`src/rtl/tmr_mode_pkg.sv`:
```
package tmr_mode_pkg;

  localparam int unsigned REG_AW = 3;

  typedef enum logic [REG_AW-1:0] {
    RA_MCFG  = 3'd0,
    RA_ICFG  = 3'd1,
    RA_PSC   = 3'd2,
    RA_PACC  = 3'd3,
    RA_CAPT  = 3'd4,
    RA_STAT  = 3'd5,
    RA_WONCE = 3'd6,
    RA_NONE  = 3'd7
  } reg_addr_e;

  localparam int unsigned MCFG_HALT_BIT = 0;
  localparam int unsigned MCFG_HOLD_BIT = 1;
  localparam int unsigned STAT_FLAG_BIT = 0;

endpackage

```
`src/rtl/tmr_edge_sync.sv`:
```
module tmr_edge_sync (
  input  logic clk,
  input  logic rst,
  input  logic samp_en,
  input  logic shift_en,
  input  logic pin,
  output logic rise_o
);

  logic st0_q;
  logic st1_q;

  always_ff @(posedge clk) begin
    if (rst) begin
      st0_q <= 1'b0;
      st1_q <= 1'b0;
    end else begin
      if (samp_en)  st0_q <= pin;
      if (shift_en) st1_q <= st0_q;
    end
  end

  assign rise_o = shift_en & st0_q & ~st1_q;

endmodule

```
`src/rtl/tmr_cfg_regs.sv`:
```
module tmr_cfg_regs
  import tmr_mode_pkg::*;
#(
  parameter int unsigned DATA_W = 8
) (
  input  logic              clk,
  input  logic              rst,
  input  logic              held,
  input  logic              wr_mcfg,
  input  logic              wr_icfg,
  input  logic              wr_wonce,
  input  logic [DATA_W-1:0] wdata,
  output logic              halt_q,
  output logic              hold_en_q,
  output logic [DATA_W-1:0] icfg_q,
  output logic [DATA_W-1:0] wonce_q,
  output logic              wonce_lock_q
);

  always_ff @(posedge clk) begin
    if (rst) begin
      halt_q    <= 1'b0;
      hold_en_q <= 1'b0;
    end else if (wr_mcfg) begin
      halt_q    <= wdata[MCFG_HALT_BIT];
      hold_en_q <= wdata[MCFG_HOLD_BIT];
    end
  end

  always_ff @(posedge clk) begin
    if (rst)          icfg_q <= '0;
    else if (wr_icfg) icfg_q <= wdata;
  end

  always_ff @(posedge clk) begin
    if (rst) begin
      wonce_q      <= '0;
      wonce_lock_q <= 1'b0;
    end else if (wr_wonce) begin
      if (held || !wonce_lock_q) wonce_q <= wdata;
      if (!held)                 wonce_lock_q <= 1'b1;
    end
  end

endmodule

```
`src/rtl/tmr_count_core.sv`:
```
module tmr_count_core #(
  parameter int unsigned PSC_W  = 8,
  parameter int unsigned PACC_W = 8
) (
  input  logic              clk,
  input  logic              rst,
  input  logic              cnt_en,
  input  logic              wr_psc,
  input  logic              wr_pacc,
  input  logic              wr_capt,
  input  logic              clr_flag,
  input  logic [PSC_W-1:0]  wd_psc,
  input  logic [PACC_W-1:0] wd_pacc,
  input  logic              cap_rise,
  input  logic              pacc_rise,
  output logic [PSC_W-1:0]  psc_q,
  output logic [PACC_W-1:0] pacc_q,
  output logic [PSC_W-1:0]  capt_q,
  output logic              flag_q
);

  localparam logic [PSC_W-1:0]  PSC_ONE  = PSC_W'(1);
  localparam logic [PACC_W-1:0] PACC_ONE = PACC_W'(1);

  always_ff @(posedge clk) begin
    if (rst)         psc_q <= '0;
    else if (wr_psc) psc_q <= wd_psc;
    else if (cnt_en) psc_q <= psc_q + PSC_ONE;
  end

  always_ff @(posedge clk) begin
    if (rst)            pacc_q <= '0;
    else if (wr_pacc)   pacc_q <= wd_pacc;
    else if (pacc_rise) pacc_q <= pacc_q + PACC_ONE;
  end

  always_ff @(posedge clk) begin
    if (rst)           capt_q <= '0;
    else if (cap_rise) capt_q <= psc_q;
    else if (wr_capt)  capt_q <= wd_psc;
  end

  always_ff @(posedge clk) begin
    if (rst)           flag_q <= 1'b0;
    else if (cap_rise) flag_q <= 1'b1;
    else if (clr_flag) flag_q <= 1'b0;
  end

endmodule

```
`src/rtl/tmr_mode_ctrl.sv`:
```
module tmr_mode_ctrl
  import tmr_mode_pkg::*;
#(
  parameter int unsigned DATA_W = 8,
  parameter int unsigned PSC_W  = 8,
  parameter int unsigned PACC_W = 8
) (
  input  logic              clk,
  input  logic              rst,
  input  logic              dbg_hold,
  input  logic              cap_pin,
  input  logic              pacc_pin,
  input  logic              bus_sel,
  input  logic              bus_wr,
  input  logic [REG_AW-1:0] bus_addr,
  input  logic [DATA_W-1:0] bus_wdata,
  output logic [DATA_W-1:0] bus_rdata,
  output logic              clk_en,
  output logic              cap_flag
);

  reg_addr_e         ra;
  logic              halt_q;
  logic              hold_en_q;
  logic [DATA_W-1:0] icfg_q;
  logic [DATA_W-1:0] wonce_q;
  logic              wonce_lock_q;
  logic [PSC_W-1:0]  psc_q;
  logic [PACC_W-1:0] pacc_q;
  logic [PSC_W-1:0]  capt_q;
  logic              flag_q;
  logic              held;
  logic              cnt_en;
  logic              live_en;
  logic              acc_ok;
  logic              wr_any;
  logic              cap_rise;
  logic              pacc_rise;
  logic [DATA_W-1:0] rd_nx;

  assign ra      = reg_addr_e'(bus_addr);
  assign held    = dbg_hold & hold_en_q;
  assign live_en = ~halt_q;
  assign cnt_en  = live_en & ~held;
  assign acc_ok  = ~halt_q | (ra == RA_MCFG) | (ra == RA_ICFG);
  assign wr_any  = bus_sel & bus_wr & acc_ok;

  tmr_cfg_regs #(.DATA_W(DATA_W)) cfg_i (
    .clk          (clk),
    .rst          (rst),
    .held         (held),
    .wr_mcfg      (wr_any & (ra == RA_MCFG)),
    .wr_icfg      (wr_any & (ra == RA_ICFG)),
    .wr_wonce     (wr_any & (ra == RA_WONCE)),
    .wdata        (bus_wdata),
    .halt_q       (halt_q),
    .hold_en_q    (hold_en_q),
    .icfg_q       (icfg_q),
    .wonce_q      (wonce_q),
    .wonce_lock_q (wonce_lock_q)
  );

  // capture chain: second stage keeps draining during a hold
  tmr_edge_sync cap_sync_i (
    .clk      (clk),
    .rst      (rst),
    .samp_en  (cnt_en),
    .shift_en (live_en),
    .pin      (cap_pin),
    .rise_o   (cap_rise)
  );

  tmr_edge_sync pacc_sync_i (
    .clk      (clk),
    .rst      (rst),
    .samp_en  (cnt_en),
    .shift_en (cnt_en),
    .pin      (pacc_pin),
    .rise_o   (pacc_rise)
  );

  tmr_count_core #(.PSC_W(PSC_W), .PACC_W(PACC_W)) core_i (
    .clk       (clk),
    .rst       (rst),
    .cnt_en    (cnt_en),
    .wr_psc    (wr_any & held & (ra == RA_PSC)),
    .wr_pacc   (wr_any & held & (ra == RA_PACC)),
    .wr_capt   (wr_any & held & (ra == RA_CAPT)),
    .clr_flag  (wr_any & (ra == RA_STAT) & bus_wdata[STAT_FLAG_BIT]),
    .wd_psc    (bus_wdata[PSC_W-1:0]),
    .wd_pacc   (bus_wdata[PACC_W-1:0]),
    .cap_rise  (cap_rise),
    .pacc_rise (pacc_rise),
    .psc_q     (psc_q),
    .pacc_q    (pacc_q),
    .capt_q    (capt_q),
    .flag_q    (flag_q)
  );

  always_comb begin
    rd_nx = '0;
    if (acc_ok) begin
      case (ra)
        RA_MCFG: begin
          rd_nx[MCFG_HALT_BIT] = halt_q;
          rd_nx[MCFG_HOLD_BIT] = hold_en_q;
        end
        RA_ICFG:  rd_nx = icfg_q;
        RA_PSC:   rd_nx = DATA_W'(psc_q);
        RA_PACC:  rd_nx = DATA_W'(pacc_q);
        RA_CAPT:  rd_nx = DATA_W'(capt_q);
        RA_STAT:  rd_nx[STAT_FLAG_BIT] = flag_q;
        RA_WONCE: rd_nx = wonce_q;
        default:  rd_nx = '0;
      endcase
    end
  end

  always_ff @(posedge clk) begin
    if (rst)                    bus_rdata <= '0;
    else if (bus_sel & ~bus_wr) bus_rdata <= rd_nx;
  end

  assign clk_en   = ~halt_q;
  assign cap_flag = flag_q;

endmodule

```
`config.mk`:
```
export PLATFORM = sky130hd
export DESIGN_NAME = tmr_mode_ctrl
export DESIGN_NICKNAME = d
export VERILOG_FILES = /design/src/rtl/tmr_mode_pkg.sv /design/src/rtl/tmr_edge_sync.sv /design/src/rtl/tmr_cfg_regs.sv /design/src/rtl/tmr_count_core.sv /design/src/rtl/tmr_mode_ctrl.sv
export SDC_FILE = /design/constraint.sdc
export NUM_CORES = 1
export LEC_CHECK = 0
export ABC_AREA = 1
export BUFFER_PORTS_ARGS = -buffer_cell sky130_fd_sc_hd__buf_2
export CAP_MARGIN = 20
export CORE_UTILIZATION = 60
export CTS_CLUSTER_DIAMETER = 60
export DETAILED_ROUTE_END_ITERATION = 16
export MAX_ROUTING_LAYER = met4
export PLACE_DENSITY = 0.89
export SLEW_MARGIN = 40
export SYNTH_ARGS = -nofsm -noshare
export SYNTH_HDL_FRONTEND = slang
export SYNTH_SLANG_ARGS = --single-unit
```
`constraint.sdc`:
```
create_clock -name clk -period 2.4 [get_ports clk]
set_input_delay 0.24 -clock clk [delete_from_list [all_inputs] [get_ports clk]]
set_output_delay 0.24 -clock clk [all_outputs]
set_load 0.1 [all_outputs]
```
==> summary.txt <==
status: completed
WHS Endpoint: cap_sync_i.st0_q
I/O pin count: 28
DR WL/cell: 15.2 um
Starting Density: 64.2%
CP Launch Type: flop
Critical Path RT: 2.61 ns
initial antenna violation count: 0
crit path max fanout: 16
LEAKAGE: 1.49 nW
Clock Latency Late Sink: 0.32 ns
Least-Margin Pin Slew: 0.780 ns
post-synthesis compound-gate area fraction: 12.4%
Synth Area in Simple Gates: 41.8%
worst r2r src: cfg_i.halt_q
HP Start: cap_pin
sequential element share of the synthesized area: 35.8%
nets: 524
Hold Path Stages: 3
setup-violating endpoint count in the final report: 0
detailed-route DRC error count: 0
vias in the first global route: 2,850
Crit Path Category: reg2reg
XOR/XNOR share of the synthesized area: 0%
CP Data Arrival Time: 1.91 ns
iteration count of the initial detailed-routing pass: 7
Post-Syn Area: 3130 um2
first-pass GRT wire length: 14,000 um
area delta synth->final: 7.83%
GP Congestion: 0.935
Die Width: 74.2 um
cell count of the worst reg-to-reg path: 6
DR vias: 3,258
Max rail drop VDD: 0.356 mV
Synth Area per Inst: 6.47 um2
post-synthesis cell type count: 30
Total Routing Usage GR: 35.2%
RSZ-0062 raised after global routing: false
number of DRC markers in iteration 0: 359
final HPWL from detailed placement: 6350 um
Tcrit/Tclk final: 70.7%
Final Skew: 0.0101 ns
# diodes: 0
Adder-Cell Fraction of Synth Area: 0.799%
Slew Viols, Final: 0
Die H: 74.2 um
core area: 4880 um2
most common cell after layout, fill and taps aside: nand2_1
root buf cell: clkbuf_8
Mapped Cells: 484
final wirelength: 8710 um
largest net degree at the start of global routing: 31
vias per std cell: 5.70
setup ws final: 0.704 ns
PD cells: 530 nW/um2
CP Capture Type: flop
Fin. Hold Viols: 0
setup TNS: 0 ns
CTS Buffer Depth: 2
Syn. warnings: 0
H-Tree Depth: 2
final non-filler cell total: 572
largest family of logic cells by synthesized area: simple AND/OR/NAND/NOR gates
Buffers on Ports: 27
clock sink total: 56
mux share of post-synthesis cell area: 0%
setup bufs post-CTS: 0
Worst Hold Class: in2reg
Placed Cells: 564
Clock transition at path regs: 0.10 ns
CTS tree: built
most frequent cells in the layout: nand2_1, nor2_1, dfxtp_1
Slew Limit Headroom: 47.9%
grt ovf: 0
Final Core Density: 69.2%
Max Clock Freq: 0.590 GHz
Seq cells post-synth: 56
PostCTS Resize Cnt: 0
Row Count: 25
number of max-cap violations: 0
fin crit period: 1.70 ns
FF-to-FF End: cfg_i.wonce_q[3]
Worst Setup Slack post-DPL: 0.584 ns
Die ar.: 5510 um2
remaining antenna violation count: 0
# fillers: 442
Mapped Nets: 504
flop2flop setup slack: 0.70 ns
cts hold-fix bufs: 0
cts bufs inserted: 5
layout cells sized above 1: 13.1%
-- metrics by stage --
stage	instance area [um2]	hold slack, ns	power (mW)
after detailed placement	3280	0.443	1.25
after floorplan	3130	0.375	1.18
after global placement	3280	0.436	1.24
final	3380	0.167	1.79
after global routing	3380	0.212	1.84
after CTS	3380	0.172	1.78
-- worst max-delay path, stage by stage (launching register included) --
cell	delay, ns
dfxtp_1	0.38
inv_2	0.16
nor2_2	0.08
nor2_4	0.30
nand3_2	0.32
o21ai_0	0.29
a21oi_1	0.06
-- where the power goes --
group	total (mW)	leakage [nW]	internal, mW	switching (mW)
combinational	0.252	0.994	0.0656	0.186
clock	0.554	0.0445	0.236	0.319
sequential	0.984	0.455	0.959	0.0246
-- worst max-delay path by stage --
stage | end | depth (start not counted) | startpoint
after floorplan | core_i.pacc_q[2] | 8 | cfg_i.halt_q
after global placement | cfg_i.wonce_q[3] | 7 | bus_addr[2]
after detailed placement | cfg_i.wonce_q[3] | 7 | bus_addr[2]
after CTS | cfg_i.wonce_q[3] | 6 | cfg_i.halt_q
after global routing | cfg_i.wonce_q[3] | 6 | cfg_i.halt_q
final | cfg_i.wonce_q[3] | 6 | cfg_i.halt_q
-- cell type report --
cell class / count / area, um2 / area share (%)
Tap cell: 67 / 83.8 / 2.48
Timing Repair Buffer: 29 / 150 / 4.45
Clock inverter: 1 / 7.51 / 0.222
Clock buffer: 7 / 86.3 / 2.56
Multi-Input combinational cell: 357 / 1720 / 51.0
Inverter: 55 / 206 / 6.12
Sequential cell: 56 / 1120 / 33.2
-- cell usage after synthesis --
library cell,number,area [um2]
a21oi_1,34,170
a31oi_1,1,6.26
buf_2,6,30.0
buf_4,2,15.0
buf_6,1,11.3
clkbuf_1,7,26.3
clkinv_1,1,3.75
dfxtp_1,56,1120
ha_1,2,25.0
inv_1,46,173
inv_2,8,30.0
nand2_1,112,420
nand2_2,5,31.3
nand2_4,1,11.3
nand3_1,45,225
nand3_2,3,30.0
nand3b_1,1,7.51
nand4_1,22,138
nand4_2,1,12.5
nand4_4,1,21.3
nor2_1,75,282
nor2_2,1,6.26
nor2_4,5,56.3
nor2_8,1,20.0
nor3_1,1,5.00
nor3_2,2,20.0
nor3_4,1,16.3
o21ai_0,34,170
o21ai_1,8,40.0
or2_2,1,6.26
-- state kept, by name (all words and copies together) (netlist names) --
register,flops
pacc_sync_i.st0_q,1
cfg_i.halt_q,1
bus_rdata,8
cfg_i.hold_en_q,1
cap_sync_i.st0_q,1
core_i.psc_q,8
cap_sync_i.st1_q,1
cfg_i.icfg_q,8
pacc_sync_i.st1_q,1
cfg_i.wonce_q,8
core_i.flag_q,1
cfg_i.wonce_lock_q,1
core_i.capt_q,8
core_i.pacc_q,8
-- metal layers --
layer | wire length (um) | track usage, % | vias up
li1 | - | - | 1613
met1 | 3820 | 47.4 | 1467
met2 | 3890 | 53.0 | 152
met3 | 699 | 5.01 | 26
met4 | 309 | 14.3 | 0
met5 | 0 | - | -
-- kinds of logic (layout without fill, tap and decap cells) --
logic type,count (synthesis),count (layout)
AND/OR/NAND/NOR,278,278
AO/OA/AOI/OAI,77,77
buffers and inverters,71,92
flip-flops,56,56
adder cells (fa/ha/maj),2,2
(Power assumes the default switching activity.)
